`config.mk`:
```
export PLATFORM = sky130hd
export DESIGN_NAME = potbank_ctrl
export DESIGN_NICKNAME = d
export VERILOG_FILES = /design/src/rtl/potbank_pkg.sv /design/src/rtl/pb_preset_mem.sv /design/src/rtl/pb_nv_timer.sv /design/src/rtl/pb_tap_decode.sv /design/src/rtl/potbank_ctrl.sv
export SDC_FILE = /design/constraint.sdc
export NUM_CORES = 1
export LEC_CHECK = 0
export ABC_AREA = 1
export BUFFER_PORTS_ARGS = -buffer_cell sky130_fd_sc_hd__buf_2
export CORE_AREA = 2 2 138 240
export DETAILED_ROUTE_END_ITERATION = 10
export DIE_AREA = 0 0 140 242
export PLACE_DENSITY = 0.75
export REMOVE_ABC_BUFFERS = 1
export SYNTH_ARGS = -nofsm -noshare
export SYNTH_HDL_FRONTEND = slang
export SYNTH_HIERARCHICAL = 1
export SYNTH_SLANG_ARGS = --single-unit
```
`constraint.sdc`:
```
create_clock -name clk -period 1.9 [get_ports clk]
set_clock_uncertainty 0.05 [all_clocks]
set_input_delay 0 -clock clk [delete_from_list [all_inputs] [get_ports clk]]
set_output_delay 0 -clock clk [all_outputs]
set_load 0.01 [all_outputs]
```
`src/rtl/potbank_pkg.sv`:
```
package potbank_pkg;

  typedef enum logic [2:0] {
    OP_RD_WIPER  = 3'd0,
    OP_WR_WIPER  = 3'd1,
    OP_RD_PRESET = 3'd2,
    OP_WR_PRESET = 3'd3,
    OP_LOAD      = 3'd4,
    OP_SAVE      = 3'd5,
    OP_STEP_UP   = 3'd6,
    OP_STEP_DN   = 3'd7
  } pb_op_e;

  function automatic logic is_nv_write(input pb_op_e op);
    return (op == OP_WR_PRESET) || (op == OP_SAVE);
  endfunction

  function automatic logic is_read(input pb_op_e op);
    return (op == OP_RD_WIPER) || (op == OP_RD_PRESET);
  endfunction

endpackage

```
`src/rtl/pb_preset_mem.sv`:
```
module pb_preset_mem #(
  parameter int unsigned DW = 6,
  parameter int unsigned AW = 4
) (
  input  logic          clk,
  input  logic          we,
  input  logic [AW-1:0] waddr,
  input  logic [DW-1:0] wdata,
  input  logic [AW-1:0] raddr,
  output logic [DW-1:0] rdata
);
  localparam int unsigned DEPTH = 1 << AW;

  logic [DW-1:0] mem [DEPTH];

  // Write-first read port: a write and a read to the same slot in one cycle
  // return the new data.
  always_ff @(posedge clk) begin
    if (we) mem[waddr] <= wdata;
    rdata <= (we && waddr == raddr) ? wdata : mem[raddr];
  end
endmodule

```
`src/rtl/pb_nv_timer.sv`:
```
module pb_nv_timer #(
  parameter int unsigned CYCLES = 50
) (
  input  logic clk,
  input  logic rst,
  input  logic start,
  output logic busy
);
  localparam int unsigned CW = $clog2(CYCLES + 1);

  logic [CW-1:0] cnt;

  always_ff @(posedge clk) begin
    if (rst)              cnt <= '0;
    else if (start)       cnt <= CW'(CYCLES);
    else if (cnt != '0)   cnt <= cnt - 1'b1;
  end

  assign busy = (cnt != '0);

  AST_TIMER_ARMS: assert property (@(posedge clk) disable iff (rst)
    start |=> busy);
  AST_NO_RESTART_BUSY: assert property (@(posedge clk) disable iff (rst)
    busy |-> !start);
endmodule

```
`src/rtl/pb_tap_decode.sv`:
```
module pb_tap_decode #(
  parameter int unsigned WBITS = 6
) (
  input  logic                    clk,
  input  logic                    rst,
  input  logic [WBITS-1:0]        wiper,
  output logic [(1<<WBITS)-1:0]   taps
);
  localparam int unsigned NTAP = 1 << WBITS;

  always_ff @(posedge clk) begin
    if (rst) taps <= NTAP'(1);
    else     taps <= NTAP'(1) << wiper;
  end

  AST_TAP_ONEHOT: assert property (@(posedge clk) disable iff (rst)
    $countones(taps) == 1);
endmodule

```
`src/rtl/potbank_ctrl.sv`:
```
module potbank_ctrl
  import potbank_pkg::*;
#(
  parameter int unsigned NPOT      = 4,
  parameter int unsigned NSLOT     = 4,
  parameter int unsigned WBITS     = 6,
  parameter int unsigned WR_CYCLES = 50
) (
  input  logic                            clk,
  input  logic                            rst,
  input  logic                            op_valid,
  input  logic [2:0]                      op_code,
  input  logic [$clog2(NPOT)-1:0]         op_pot,
  input  logic [$clog2(NSLOT)-1:0]        op_slot,
  input  logic [WBITS-1:0]                op_data,
  input  logic                            wp_n,
  output logic                            op_refused,
  output logic                            rd_valid,
  output logic [WBITS-1:0]                rd_data,
  output logic                            busy,
  output logic [NPOT*(1<<WBITS)-1:0]      tap_sel
);
  localparam int unsigned PW   = $clog2(NPOT);
  localparam int unsigned SW   = $clog2(NSLOT);
  localparam int unsigned AW   = PW + SW;
  localparam int unsigned NTAP = 1 << WBITS;
  localparam logic [WBITS-1:0] WMAX = '1;

  pb_op_e op_in;
  assign op_in = pb_op_e'(op_code);

  // ---------------- recall sequencer ----------------
  logic          rcl_act;
  logic [PW-1:0] rcl_idx;

  always_ff @(posedge clk) begin
    if (rst) begin
      rcl_act <= 1'b1;
      rcl_idx <= '0;
    end else if (rcl_act) begin
      rcl_idx <= rcl_idx + 1'b1;
      if (rcl_idx == PW'(NPOT - 1)) rcl_act <= 1'b0;
    end
  end

  // ---------------- stage 0: accept / refuse ----------------
  logic nv_busy, s1_nv, s1_vld, s1_rcl;
  logic nv_req, refuse, accept;

  assign nv_req = op_valid && is_nv_write(op_in);
  assign refuse = op_valid && (rcl_act || (nv_req && (!wp_n || nv_busy || s1_nv)));
  assign accept = op_valid && !refuse;

  logic             i_vld;
  pb_op_e           i_op;
  logic [PW-1:0]    i_pot;
  logic [SW-1:0]    i_slot;

  assign i_vld  = rcl_act || accept;
  assign i_op   = rcl_act ? OP_LOAD : op_in;
  assign i_pot  = rcl_act ? rcl_idx : op_pot;
  assign i_slot = rcl_act ? '0 : op_slot;

  // ---------------- stage 1 registers ----------------
  pb_op_e           s1_op;
  logic [PW-1:0]    s1_pot;
  logic [SW-1:0]    s1_slot;
  logic [WBITS-1:0] s1_data;

  always_ff @(posedge clk) begin
    if (rst) begin
      s1_vld     <= 1'b0;
      s1_rcl     <= 1'b0;
      s1_op      <= OP_RD_WIPER;
      s1_pot     <= '0;
      s1_slot    <= '0;
      s1_data    <= '0;
      op_refused <= 1'b0;
    end else begin
      s1_vld     <= i_vld;
      s1_rcl     <= rcl_act;
      s1_op      <= i_op;
      s1_pot     <= i_pot;
      s1_slot    <= i_slot;
      s1_data    <= op_data;
      op_refused <= refuse;
    end
  end

  assign s1_nv = s1_vld && is_nv_write(s1_op);

  // ---------------- wiper registers ----------------
  logic [WBITS-1:0] wiper [NPOT];
  logic [WBITS-1:0] mem_q;
  logic [WBITS-1:0] mem_wdata;

  assign mem_wdata = (s1_op == OP_SAVE) ? wiper[s1_pot] : s1_data;

  pb_preset_mem #(.DW(WBITS), .AW(AW)) mem_i (
    .clk   (clk),
    .we    (s1_nv),
    .waddr ({s1_pot, s1_slot}),
    .wdata (mem_wdata),
    .raddr ({i_pot, i_slot}),
    .rdata (mem_q)
  );

  pb_nv_timer #(.CYCLES(WR_CYCLES)) timer_i (
    .clk   (clk),
    .rst   (rst),
    .start (s1_nv),
    .busy  (nv_busy)
  );

  always_ff @(posedge clk) begin
    for (int p = 0; p < NPOT; p++) begin
      if (rst) begin
        wiper[p] <= '0;
      end else if (s1_vld && s1_pot == PW'(p)) begin
        case (s1_op)
          OP_WR_WIPER: wiper[p] <= s1_data;
          OP_LOAD:     wiper[p] <= mem_q;
          OP_STEP_UP:  if (wiper[p] != WMAX) wiper[p] <= wiper[p] + 1'b1;
          OP_STEP_DN:  if (wiper[p] != '0)   wiper[p] <= wiper[p] - 1'b1;
          default:     ;
        endcase
      end
    end
  end

  always_ff @(posedge clk) begin
    if (rst) begin
      rd_valid <= 1'b0;
      rd_data  <= '0;
    end else begin
      rd_valid <= s1_vld && is_read(s1_op);
      if (s1_vld && is_read(s1_op))
        rd_data <= (s1_op == OP_RD_WIPER) ? wiper[s1_pot] : mem_q;
    end
  end

  assign busy = nv_busy || rcl_act || (s1_vld && s1_rcl);

  // ---------------- tap decoders ----------------
  for (genvar g = 0; g < NPOT; g++) begin : g_pot
    pb_tap_decode #(.WBITS(WBITS)) dec_i (
      .clk   (clk),
      .rst   (rst),
      .wiper (wiper[g]),
      .taps  (tap_sel[g*NTAP +: NTAP])
    );

    AST_STEP_UP_SAT: assert property (@(posedge clk) disable iff (rst)
      (s1_vld && s1_pot == PW'(g) && s1_op == OP_STEP_UP && wiper[g] == WMAX)
      |=> wiper[g] == WMAX);
    AST_STEP_DN_SAT: assert property (@(posedge clk) disable iff (rst)
      (s1_vld && s1_pot == PW'(g) && s1_op == OP_STEP_DN && wiper[g] == '0)
      |=> wiper[g] == '0);
  end

  AST_WP_REFUSE: assert property (@(posedge clk) disable iff (rst)
    (op_valid && !wp_n && is_nv_write(op_in)) |=> op_refused);
  AST_NV_REFUSE_BUSY: assert property (@(posedge clk) disable iff (rst)
    (op_valid && nv_busy && is_nv_write(op_in)) |=> op_refused);
  AST_READ_SERVED: assert property (@(posedge clk) disable iff (rst)
    (op_valid && !rcl_act && is_read(op_in)) |=> !op_refused);
  AST_RECALL_BUSY: assert property (@(posedge clk) disable iff (rst)
    rcl_act |-> busy);
endmodule

```
==> results by group <==
Hold path
  • Worst hold path type: input port to flop
  • Worst hold stages: 4

Die
  • Effective utilization at floorplan: 49.0%
  • Die outline area: 33900 um^2
  • Die height: 242 um
  • Num rows: 87
  • Core footprint: 32100 um^2
  • Width of the chip: 140 um
  • Number of I/O pins: 282

Route
  • Post-route ant nets: 0
  • Number of optimization iterations in the first detailed-route pass: 11
  • Drt via density: 5.27
  • Detailed-route DRC error count: 22
  • Initial DRC count: 742
  • Overall via count from detail_route: 13176
  • Wirelength per Cell: 17.5 um
  • WL final: 43700 um

Layout
  • Synthesis-to-finish area growth: 25.6%
  • Cell area after layout: 19800 um^2
  • Number of nets at the end of the flow: 2107
  • Non-filler cells in the finished layout: 2502
  • Fraction of final layout cells sized beyond drive strength 1: 28.6%
  • Diodes inserted: 0

Outcome
  • Failing checks: DRC
  • Run status: finished with violations

Pwr
  • Sequential fraction of design power: 49.9%
  • Net switching power figure: 4.76 mW
  • Peak ir drop on the vdd network: 1140 uV
  • Total power consumption of the routed design: 18.8 mW
  • Switching power share of the total: 25.3%
  • Logic pwr share: 11.6%
  • Clock power frac: 38.5%
  • Reported leakage power: 9.03 nW
  • Power per cell area: 951 nW/um^2
  • Cell internal pwr: 14.1 mW

Clock network
  • Number of buffers created by CTS: 36
  • TritonCTS clock tree: built
  • Clock-pin slew on the worst setup and hold paths: 0.06 ns
  • Worst skew pair latency: 0.53 ns
  • Maximum root-to-sink buffer count: 3
  • Max H-tree Level: 2
  • Root buffer cell: sky130_fd_sc_hd__clkbuf_16
  • CTS sink count: 412

Synthesis
  • Share of synthesized flip-flops with an asynchronous set or reset: 0%
  • Register area share after synthesis: 60.0%
  • Syn Std Cell Area: 15700 um^2
  • Yosys top cell area share: 37.1%
  • Synthesis warning total: 6
  • Unique masters post-synth: 39
  • Flip-flop and latch count after synthesis: 412
  • Most instantiated cells after synthesis: sky130_fd_sc_hd__nor2_1, sky130_fd_sc_hd__dfxtp_1, sky130_fd_sc_hd__nand2_1
  • Number of synthesized flops with an enable pin: 120
  • Post-synthesis average cell area: 9.26 um^2
  • Area contributors post-synth: sky130_fd_sc_hd__dfxtp_1, sky130_fd_sc_hd__edfxtp_1, sky130_fd_sc_hd__nor2_1, sky130_fd_sc_hd__nand2_1, sky130_fd_sc_hd__nand3_1
  • Flip-flop cell with the highest count after synthesis: sky130_fd_sc_hd__dfxtp_1
  • Cell type contributing the most total cell area after synthesis: sky130_fd_sc_hd__dfxtp_1
  • Cells after Synth: 1700
  • Most frequent cell after synthesis: sky130_fd_sc_hd__nor2_1

Timing
  • Final worst path period need: 1.83 ns
  • RSZ-0062 raised after global routing: true
  • Fin. Hold Viols: 0
  • Max Clock Freq: 0.547 GHz
  • Number of slew-limit violations in the final report: 0
  • Setup Total Neg Slack: 0 ns
  • Transition at the pin with the smallest max-transition slack: 0.459 ns
  • Final clock period utilization by the worst path: 96.2%
  • Final hold slack: 0.0511 ns
  • Setup-violating endpoint count in the final report: 0
  • Relative max-transition margin: 69.2%

Global routing
  • Maximum number of pins on one net before global-route repair: 33
  • Global-route wire length before repair: 67200 um
  • Number of antenna violations at the first check in global routing: 0
  • GRT Total Usage: 25.0%
  • Via count of the first global-routing pass: 12872
  • GRT Residual Overflow: 0

Critical path
  • Maximum net fanout on the critical path: 8
  • R2r worst-path depth: 13
  • Required time at the endpoint of the critical path: 2.12 ns
  • Cell mode on critical path: sky130_fd_sc_hd__nand2_1
  • Element type at the critical path end: flop
  • Crit Path Category: flop to flop
  • Max stage delay on crit path: 0.41 ns
  • Critical Path, Cell by Cell: inv_6, buf_12, buf_12, nand2_1, nand2_1, nand2_1, nand3_2, nand3_2, nand2_2, inv_2, o22ai_1, a21oi_1, nand2_1
  • Category of the worst setup path launch point: flop
  • Arrival time of the worst setup path: 2.05 ns
  • Library cell contributing the largest single delay on the critical path: sky130_fd_sc_hd__dfxtp_4

Place
  • Number of placed instances, taps included: 2408
  • Placed instance area: 18100 um^2
  • Count of input and output buffers: 281
  • Final estimated routing congestion in global placement: 0.937
  • Detail Placement HPWL: 31300 um

Job
  • Count of max-cap constraint violations: 0
path summary, 6_finish.rpt:
path	start	end	slack (ns)
worst min register to register	rcl_act	flop	0.44
worst max register to register	flop	wiper[0][5]	0.07
worst min-delay path	rst	rcl_act	0.05
worst max-delay path	flop	wiper[0][5]	0.07
cell usage in the layout (no fill, tap or decap), drive strengths merged, types with 15 or more instances in the layout:
master       netlist  layout
nand3            148     148
nand2            253     253
a21oi             41      41
nor2             321     321
edfxtp           120     120
nand4             89      89
buf               66     403
xor2              20      20
clkbuf            17      55
dfxtp            292     292
nor3              41      41
inv              190     192
dlygate4sd3        0      15
o21ai             38      38
cell type report:
cell class | instances | area [um^2]
Multi-Input combinational cell | 1014 | 5260
Timing Repair Buffer | 421 | 2660
Fill cell | 2647 | 12300
Tap cell | 400 | 500
Clock buffer | 52 | 1070
Sequential cell | 412 | 9450
Inverter | 191 | 724
Clock inverter | 12 | 97.6
worst max-delay path, delay by kind of cell, from the launching register on:
kind	cells	cell delay, ns
AOI/OAI and AO/OA	2	0.25
DFF	1	0.41
buffers and inverters	4	0.43
and+or+nand+nor	7	0.43
power groups by stage:
stage          Sequential [mW]  Combinational, mW  Clock (mW)
6_report                  9.39               2.18        7.24
2_1_floorplan             9.66               1.11           0
3_5_place_dp              9.58               1.99           0
5_1_grt                   9.40               2.38        7.71
4_1_cts                   9.38               2.05        7.38
3_3_place_gp              9.57               1.93           0
state kept, by name, indices dropped and copies added, names as in the netlist, 2 cells and up, named ones only:
signal,flops
s1_op,3
mem_i/mem,96
s1_slot,2
rd_data,6
s1_data,6
rcl_idx,2
wiper,24
s1_pot,2
timer_i/cnt,6
g_pot.dec_i/taps,256
metrics by stage:
stage / setup WS (ns) / utilization (%)
6_report: 0.0720 / 61.6
5_1_grt: -0.0423 / 61.6
4_1_cts: 0.000295 / 60.7
3_5_place_dp: -0.169 / 56.4
3_3_place_gp: -0.169 / 56.4
2_1_floorplan: -0.791 / -
cells by family after synthesis:
group                      share of synthesized area, %
buffers and inverters                              7.35
AOI/OAI and AO/OA                                  4.16
DFF                                                60.0
adders and majority gates                          1.11
and+or+nand+nor                                    26.1
xor gates and xnor gates                           1.28
timing repair:
item	in CTS	in global routing
hold buffers	15	0
gates cloned	1	3
setup endpoints to repair	17	163
setup buffers	0	11
resized for setup	11	43
pin swaps	0	10
hold endpoints to repair	19	0
per-layer routing:
metal  global-route usage [%]  vias to the layer above  part of all wire, %
met5                        0                        -                    0
met4                     15.7                        0                  6.9
met3                     2.91                      181                  4.7
met2                     47.5                      544                   54
met1                     25.5                     6157                   34
li1                         -                     6294                    -
Note: power is estimated with default switching activity, not from simulation.
